[src/rtl/strobe_pkg.sv]
package strobe_pkg;

    localparam int NCHAR     = 4;
    localparam int NCOL      = 5;
    localparam int NROW      = 7;
    localparam int LVL_W     = 4;

    localparam int CHAIN     = NCHAR * NROW;
    localparam int CHAR_W    = $clog2(NCHAR);
    localparam int COL_W     = $clog2(NCOL);
    localparam int BIT_W     = $clog2(CHAIN);
    localparam int PWM_STEPS = (1 << LVL_W) - 1;

    typedef logic [NROW-1:0] rows_t;

    // one column of the displayed picture, character-major, row bit 6 highest
    typedef logic [NCHAR-1:0][NROW-1:0] slice_t;

    typedef enum logic {
        PH_LOAD = 1'b0,
        PH_LIT  = 1'b1
    } phase_e;

    typedef struct packed {
        logic              en;
        logic [CHAR_W-1:0] chr;
        logic [COL_W-1:0]  col;
        rows_t             rows;
    } pix_wr_t;

    function automatic logic [NCOL-1:0] col_select(input logic [COL_W-1:0] idx);
        logic [NCOL-1:0] sel;
        sel = '0;
        for (int i = 0; i < NCOL; i++) begin
            if (idx == COL_W'(i)) sel[i] = 1'b1;
        end
        return sel;
    endfunction

endpackage

[src/rtl/frame_store.sv]
module frame_store
    import strobe_pkg::*;
(
    input  logic              clk,
    input  logic              rst,
    input  pix_wr_t           wr,
    input  logic              swap,
    input  logic [COL_W-1:0]  rd_col,
    output slice_t            slice
);

    rows_t shadow [NCHAR][NCOL];
    rows_t shown  [NCHAR][NCOL];

    // host side: writes to out-of-range columns match no entry
    always_ff @(posedge clk) begin
        if (rst) begin
            for (int c = 0; c < NCHAR; c++) begin
                for (int k = 0; k < NCOL; k++) begin
                    shadow[c][k] <= '0;
                end
            end
        end else if (wr.en) begin
            for (int c = 0; c < NCHAR; c++) begin
                for (int k = 0; k < NCOL; k++) begin
                    if (wr.chr == CHAR_W'(c) && wr.col == COL_W'(k)) begin
                        shadow[c][k] <= wr.rows;
                    end
                end
            end
        end
    end

    // display side: whole picture replaced at frame start only
    always_ff @(posedge clk) begin
        if (rst) begin
            for (int c = 0; c < NCHAR; c++) begin
                for (int k = 0; k < NCOL; k++) begin
                    shown[c][k] <= '0;
                end
            end
        end else if (swap) begin
            for (int c = 0; c < NCHAR; c++) begin
                for (int k = 0; k < NCOL; k++) begin
                    shown[c][k] <= shadow[c][k];
                end
            end
        end
    end

    always_comb begin
        for (int c = 0; c < NCHAR; c++) begin
            slice[c] = '0;
            for (int k = 0; k < NCOL; k++) begin
                if (rd_col == COL_W'(k)) slice[c] = shown[c][k];
            end
        end
    end

endmodule

[src/rtl/serial_loader.sv]
module serial_loader
    import strobe_pkg::*;
#(
    parameter int HALF_DIV = 9
) (
    input  logic   clk,
    input  logic   rst,
    input  logic   run,
    input  slice_t slice,
    output logic   sclk,
    output logic   sdata,
    output logic   done
);

    localparam int DIV_W = (HALF_DIV > 1) ? $clog2(HALF_DIV) : 1;
    localparam logic [BIT_W-1:0] TOP_IDX = BIT_W'(CHAIN - 1);

    logic [DIV_W-1:0] div_q;
    logic [BIT_W-1:0] idx_q;
    logic [CHAIN-1:0] flat;
    logic             tick;

    // bit 27 of flat is character 3 row bit 6: shifted first so it ends deepest
    assign flat = slice;
    assign tick = (div_q == DIV_W'(HALF_DIV - 1));
    assign done = run && tick && sclk && (idx_q == TOP_IDX);

    always_ff @(posedge clk) begin
        if (rst) begin
            div_q <= '0;
            idx_q <= '0;
            sclk  <= 1'b0;
            sdata <= 1'b0;
        end else if (!run) begin
            div_q <= '0;
            idx_q <= '0;
            sclk  <= 1'b0;
        end else if (tick) begin
            div_q <= '0;
            if (!sclk) begin
                // data moves with the rising edge, half a period before the sample
                sclk  <= 1'b1;
                sdata <= flat[TOP_IDX - idx_q];
            end else begin
                sclk  <= 1'b0;
                idx_q <= done ? '0 : idx_q + 1'b1;
            end
        end else begin
            div_q <= div_q + 1'b1;
        end
    end

endmodule

[src/rtl/strobe_seq.sv]
module strobe_seq
    import strobe_pkg::*;
#(
    parameter int ON_CYCLES = 20000
) (
    input  logic             clk,
    input  logic             rst,
    input  logic             load_done,
    output phase_e           phase,
    output logic [COL_W-1:0] col,
    output logic             swap
);

    localparam int ON_W = (ON_CYCLES > 1) ? $clog2(ON_CYCLES) : 1;

    logic [ON_W-1:0] on_q;
    logic            on_end;
    logic            last_col;

    assign on_end   = (phase == PH_LIT) && (on_q == ON_W'(ON_CYCLES - 1));
    assign last_col = (col == COL_W'(NCOL - 1));
    assign swap     = on_end && last_col;

    always_ff @(posedge clk) begin
        if (rst) begin
            phase <= PH_LOAD;
            col   <= '0;
            on_q  <= '0;
        end else begin
            case (phase)
                PH_LOAD: begin
                    on_q <= '0;
                    if (load_done) phase <= PH_LIT;
                end
                PH_LIT: begin
                    if (on_end) begin
                        phase <= PH_LOAD;
                        on_q  <= '0;
                        col   <= last_col ? '0 : col + 1'b1;
                    end else begin
                        on_q <= on_q + 1'b1;
                    end
                end
                default: phase <= PH_LOAD;
            endcase
        end
    end

endmodule

[src/rtl/pwm_dimmer.sv]
module pwm_dimmer
    import strobe_pkg::*;
#(
    parameter int PWM_DIV = 64
) (
    input  logic             clk,
    input  logic             rst,
    input  logic             start,
    input  logic             lit,
    input  logic [LVL_W-1:0] level_in,
    output logic             row_en
);

    logic [LVL_W-1:0] lvl_q;
    logic [LVL_W-1:0] step_q;
    logic             adv;

    generate
        if (PWM_DIV <= 1) begin : g_nodiv
            assign adv = 1'b1;
        end else begin : g_div
            localparam int PW = $clog2(PWM_DIV);
            logic [PW-1:0] pre_q;
            always_ff @(posedge clk) begin
                if (rst || start) begin
                    pre_q <= '0;
                end else if (lit) begin
                    pre_q <= (pre_q == PW'(PWM_DIV - 1)) ? '0 : pre_q + 1'b1;
                end
            end
            assign adv = (pre_q == PW'(PWM_DIV - 1));
        end
    endgenerate

    always_ff @(posedge clk) begin
        if (rst) begin
            lvl_q  <= '0;
            step_q <= '0;
        end else if (start) begin
            lvl_q  <= level_in;
            step_q <= '0;
        end else if (lit && adv) begin
            step_q <= (step_q == LVL_W'(PWM_STEPS - 1)) ? '0 : step_q + 1'b1;
        end
    end

    assign row_en = lit && (step_q < lvl_q);

endmodule

[src/rtl/matrix_strobe_driver.sv]
module matrix_strobe_driver
    import strobe_pkg::*;
#(
    parameter int HALF_DIV  = 9,
    parameter int ON_CYCLES = 20000,
    parameter int PWM_DIV   = 64
) (
    input  logic             clk,
    input  logic             rst,
    input  logic             wr_en,
    input  logic [CHAR_W-1:0] wr_char,
    input  logic [COL_W-1:0] wr_col,
    input  logic [NROW-1:0]  wr_rows,
    input  logic [LVL_W-1:0] level,
    output logic             ser_clk,
    output logic             ser_data,
    output logic [NCOL-1:0]  col_en,
    output logic             row_en
);

    pix_wr_t          wr_req;
    phase_e           phase;
    logic [COL_W-1:0] col;
    logic             swap;
    logic             load_done;
    slice_t           slice;
    logic             lit;

    assign wr_req.en   = wr_en;
    assign wr_req.chr  = wr_char;
    assign wr_req.col  = wr_col;
    assign wr_req.rows = wr_rows;

    assign lit    = (phase == PH_LIT);
    assign col_en = lit ? col_select(col) : '0;

    frame_store u_store (
        .clk    (clk),
        .rst    (rst),
        .wr     (wr_req),
        .swap   (swap),
        .rd_col (col),
        .slice  (slice)
    );

    serial_loader #(.HALF_DIV(HALF_DIV)) u_load (
        .clk   (clk),
        .rst   (rst),
        .run   (!lit),
        .slice (slice),
        .sclk  (ser_clk),
        .sdata (ser_data),
        .done  (load_done)
    );

    strobe_seq #(.ON_CYCLES(ON_CYCLES)) u_seq (
        .clk       (clk),
        .rst       (rst),
        .load_done (load_done),
        .phase     (phase),
        .col       (col),
        .swap      (swap)
    );

    pwm_dimmer #(.PWM_DIV(PWM_DIV)) u_pwm (
        .clk      (clk),
        .rst      (rst),
        .start    (load_done),
        .lit      (lit),
        .level_in (level),
        .row_en   (row_en)
    );

endmodule

[config.mk]
export PLATFORM = sky130hd
export DESIGN_NAME = matrix_strobe_driver
export DESIGN_NICKNAME = d
export VERILOG_FILES = /design/src/rtl/strobe_pkg.sv /design/src/rtl/frame_store.sv /design/src/rtl/serial_loader.sv /design/src/rtl/strobe_seq.sv /design/src/rtl/pwm_dimmer.sv /design/src/rtl/matrix_strobe_driver.sv
export SDC_FILE = /design/constraint.sdc
export NUM_CORES = 1
export LEC_CHECK = 0
export BUFFER_PORTS_ARGS = -buffer_cell sky130_fd_sc_hd__buf_2
export CORE_ASPECT_RATIO = 0.6
export CORE_UTILIZATION = 25
export CTS_CLUSTER_DIAMETER = 80
export CTS_CLUSTER_SIZE = 20
export DETAILED_ROUTE_END_ITERATION = 8
export GPL_ROUTABILITY_DRIVEN = 0
export PLACE_DENSITY = 0.46
export SYNTH_ARGS = -nofsm -noshare
export SYNTH_HDL_FRONTEND = slang
export SYNTH_SLANG_ARGS = --single-unit
[constraint.sdc]
create_clock -name clk -period 8.2 [get_ports clk]
set_clock_uncertainty 0.15 [all_clocks]
set_input_delay 0.41 -clock clk [delete_from_list [all_inputs] [get_ports clk]]
set_output_delay 0.41 -clock clk [all_outputs]
set_load 0.005 [all_outputs]
==> summary.md <==
| Metric | Value |
|---|---|
| Clock Tree Buf Depth | 3 |
| CTS tree | yes |
| Largest net degree at the start of global routing | 87 |
| Post-synthesis async set-or-reset flop share | 0% |
| Yosys warnings | 0 |
| Place WS | about 4.2 ns |
| Root buffer cell | clkbuf_16 |
| Fin util | ~28% |
| Kind of critical path | register to register |
| Most frequent cells in the layout | 280 x edfxtp_1, 216 x and2_1, 62 x nor2_1, 46 x o21ai_0, 44 x dfxtp_1 |
| R2R Path Start | u_seq.on_q[10] |
| IR drop worst, VDD | between 0.1 and 0.15 mV |
| Top_reg_cell synth | edfxtp_1 |
| Final Max Slew Viols | 0 |
| Critical path startpoint | u_seq.on_q[10] |
| Synth Register Bits | roughly 320 |
| Grt ovf | 0 |
| Layout cells sized above 1 | 7.80% |
| GR Util All Layers | around an eighth |
| Cells after synthesis | a little over 1,000 |
| Worst Path Buf+Inv | 1 |
| Later-pin clock latency in the skew report | around 0.53 ns |
| Post-DRT Antenna Nets | 0 |
| Slew HR | roughly a quarter |
| Crit path capture type | register |
| RSZ-0062 raised after global routing | no |
| Area growth syn-to-layout | 10.6% |
| CTS clk-pin slew, worst paths | approximately 0.080 ns |
| Routed vias/inst | between 4 and 5 |
| Critical-path maximum fanout | 83 |
| Worst path slowest cell | buf_4 |
| Commonest non-fill, non-tap cell in the layout | edfxtp_1 |
| Vias in the first global route | 7,690 |
| I/O Buffers | 26 |
| H-Tree Depth | 1 |
| Syn nets | 1,065 |
| Leakage power | 5.10 nW |
| Least-Margin Pin Slew | 1.13 ns |
| Fillers | 5,414 |
| Antenna violations before repair | 4 |
| WP data required | a little over 8 ns |
| Die Height | ~180 µm |
| Die area | roughly 56,000 µm² |
| DR WL/cell | 20.2 µm |
| 1st-iter DRT viols | between 900 and 1,000 |
| Netlist Area Pre-Place | approximately 14,000 µm² |
| Worst hold path startpoint | wr_rows[0] |
| Drt pass-1 iters | 5 |
| Pwr per Cell Area | 198 nW/µm² |
| Die width | a little over 300 µm |
| Post-DP HPWL | 22,900 µm |
| Fin area | 15,100 µm² |
| Post-route clock period utilization | between 40 and 50% |
| Final setup margin | ~4.2 ns |
| Number of synthesized flops with an enable pin | between 200 and 300 |
| Fmax achieved | approximately 250 MHz |
| Initial Util | between 20% and 30% |
| CP max stage delay | 0.96 ns |
| CP startpoint kind | register |
| Setup TNS | 0 ns |
| Worst path cell trace | nand4_1, or4_1, nor3_1, a21o_4, buf_4 |
| Min Clock Period, post-route | ~4.0 ns |
| PostCTS Resize Cnt | 0 |
| Status | finished, final reports clean |
| Number of I/O pins | 27 |
| Avg Inst Size Synth | around 13 µm² |
| Sequential area share after synthesis | ~68% |
| Number of max-cap violations | 0 |
| # setup viols final | 0 |
| Area after DPL | about 15,000 µm² |
| Data arrival, critical path | ~4.0 ns |
| Final WL | 35,200 µm |
| Unique masters post-synth | 59 |
| Via count | around 8,000 |
| Final hold vios | 0 |
| Clk sinks | 324 |
| Drt drc | 0 |
| Core box area | ~53,000 µm² |
| Worst Hold Class | primary input to register |
| Num CTS Buffers | 20 |
| Global-route wire length before repair | ~52,000 µm |
| CP top delay family | simple AND/OR/NAND/NOR gates |
| Nets | about 1,100 |
| Row count | 65 |
-- report_power, final --
part / internal [mW] / total [mW] / switching [mW]
sequential: 1.86 / 1.89 / 0.0241
combinational: 0.0231 / 0.0997 / 0.0766
clock: 0.456 / 1.01 / 0.554
total: 2.34 / 3.00 / 0.654
-- per-stage QoR --
step | power, mW | instances | hold WS (ns)
after floorplan | 1.97 | 1030 | 0.276
after global placement | 2.02 | 1710 | 0.290
after detailed placement | 2.03 | 1710 | 0.304
after CTS | 3.02 | 1742 | 0.257
after global routing | 3.09 | 1742 | 0.256
final | 3.00 | 1743 | 0.262
-- per-layer routing --
metal / track usage (%) / wire length, µm / up-vias / part of all wire (%)
met5: 0 / 0 / - / 0
met2: 16.1 / 13000 / 193 / 37
met1: 21.2 / 19600 / 3993 / 56
met4: 2.21 / 515 / 0 / 1.5
li1: - / - / 3730 / -
met3: 2.20 / 2070 / 35 / 5.9
-- cell families (layout without fill, tap and decap cells) --
kind of cell | count (synthesis) | in the layout | synth area share, %
AND/OR/NAND/NOR | 401 | 401 | 16.6
AO/OA/AOI/OAI | 163 | 163 | 8.05
other | 0 | 1 | 0
buffers and inverters | 81 | 90 | 2.47
flip-flops | 324 | 324 | 67.9
XOR/XNOR | 27 | 27 | 1.73
multiplexers | 18 | 18 | 1.70
adder cells (fa/ha/maj) | 16 | 16 | 1.46
-- registers in the layout (all words and copies together), names as in the netlist --
name	count
u_load.sclk	1
u_pwm.g_div.pre_q	6
u_load.div_q	4
u_store.shown	140
u_seq.phase	1
u_seq.on_q	15
u_load.sdata	1
u_load.idx_q	5
u_store.shadow	140
u_pwm.step_q	4
u_pwm.lvl_q	4
u_seq.col	3
-- worst register-to-register path: stages (launching register included) --
cell     delay (ns)
dfxtp_1        0.41
nand4_1        0.13
or4_1          0.46
nor3_1         0.62
a21o_4         0.75
buf_4          0.98
-- repair_timing --
| action | in CTS | in global routing |
|---|---|---|
| hold endpoints to repair | 4 | 0 |
| hold buffers | 4 | 0 |
| buffers inserted | 0 | 0 |
-- final timing paths --
| path | endpoint | cells past startpoint | slack [ns] |
|---|---|---|---|
| min reg2reg | u_seq.on_q[0] | 1 | 0.32 |
| max | u_store.shown[1][27] | 5 | 4.23 |
| max reg2reg | u_store.shown[1][27] | 5 | 4.23 |
| min | u_store.shadow[3][28] | 2 | 0.26 |
-- synthesized netlist by cell type, drive strengths merged, types with 3 or more instances --
cell type,number,area [µm²]
o2111ai,5,43.8
and3,15,93.8
mux4,4,90.1
nand3b,5,37.5
or3b,3,26.3
o21a,4,30.0
a21oi,23,115
a22oi,5,37.5
xnor2,13,114
a21o,10,75.1
mux2i,12,120
nor2,63,236
nor3,18,101
o311ai,3,26.3
nand4,7,43.8
a31o,3,26.3
a211oi,3,22.5
nand2,34,128
and3b,3,26.3
ha,16,200
xor2,14,123
edfxtp,280,8410
o21ai,46,230
and2,216,1350
inv,18,67.6
a31oi,11,68.8
a221oi,16,140
or2,3,18.8
nor2b,5,31.3
a311oi,3,26.3
dfxtp,44,881
or3,5,36.3
nand2b,3,18.8
a32oi,3,26.3
a221o,3,30.0
nand3,15,75.1
clkbuf,47,189
buf,16,81.3
o21bai,10,75.1
-- cell type report --
type                            count  area (µm²)  area share (%)
Timing Repair Buffer               44         275            1.82
Antenna cell                        1        2.50          0.0165
Sequential cell                   324        9290            61.4
Multi-Input combinational cell    625        4060            26.8
Clock inverter                      2        32.5           0.215
Clock buffer                       26         523            3.46
Inverter                           18        67.6           0.447
Tap cell                          703         880            5.82
Power figures use the tool's default switching activity.
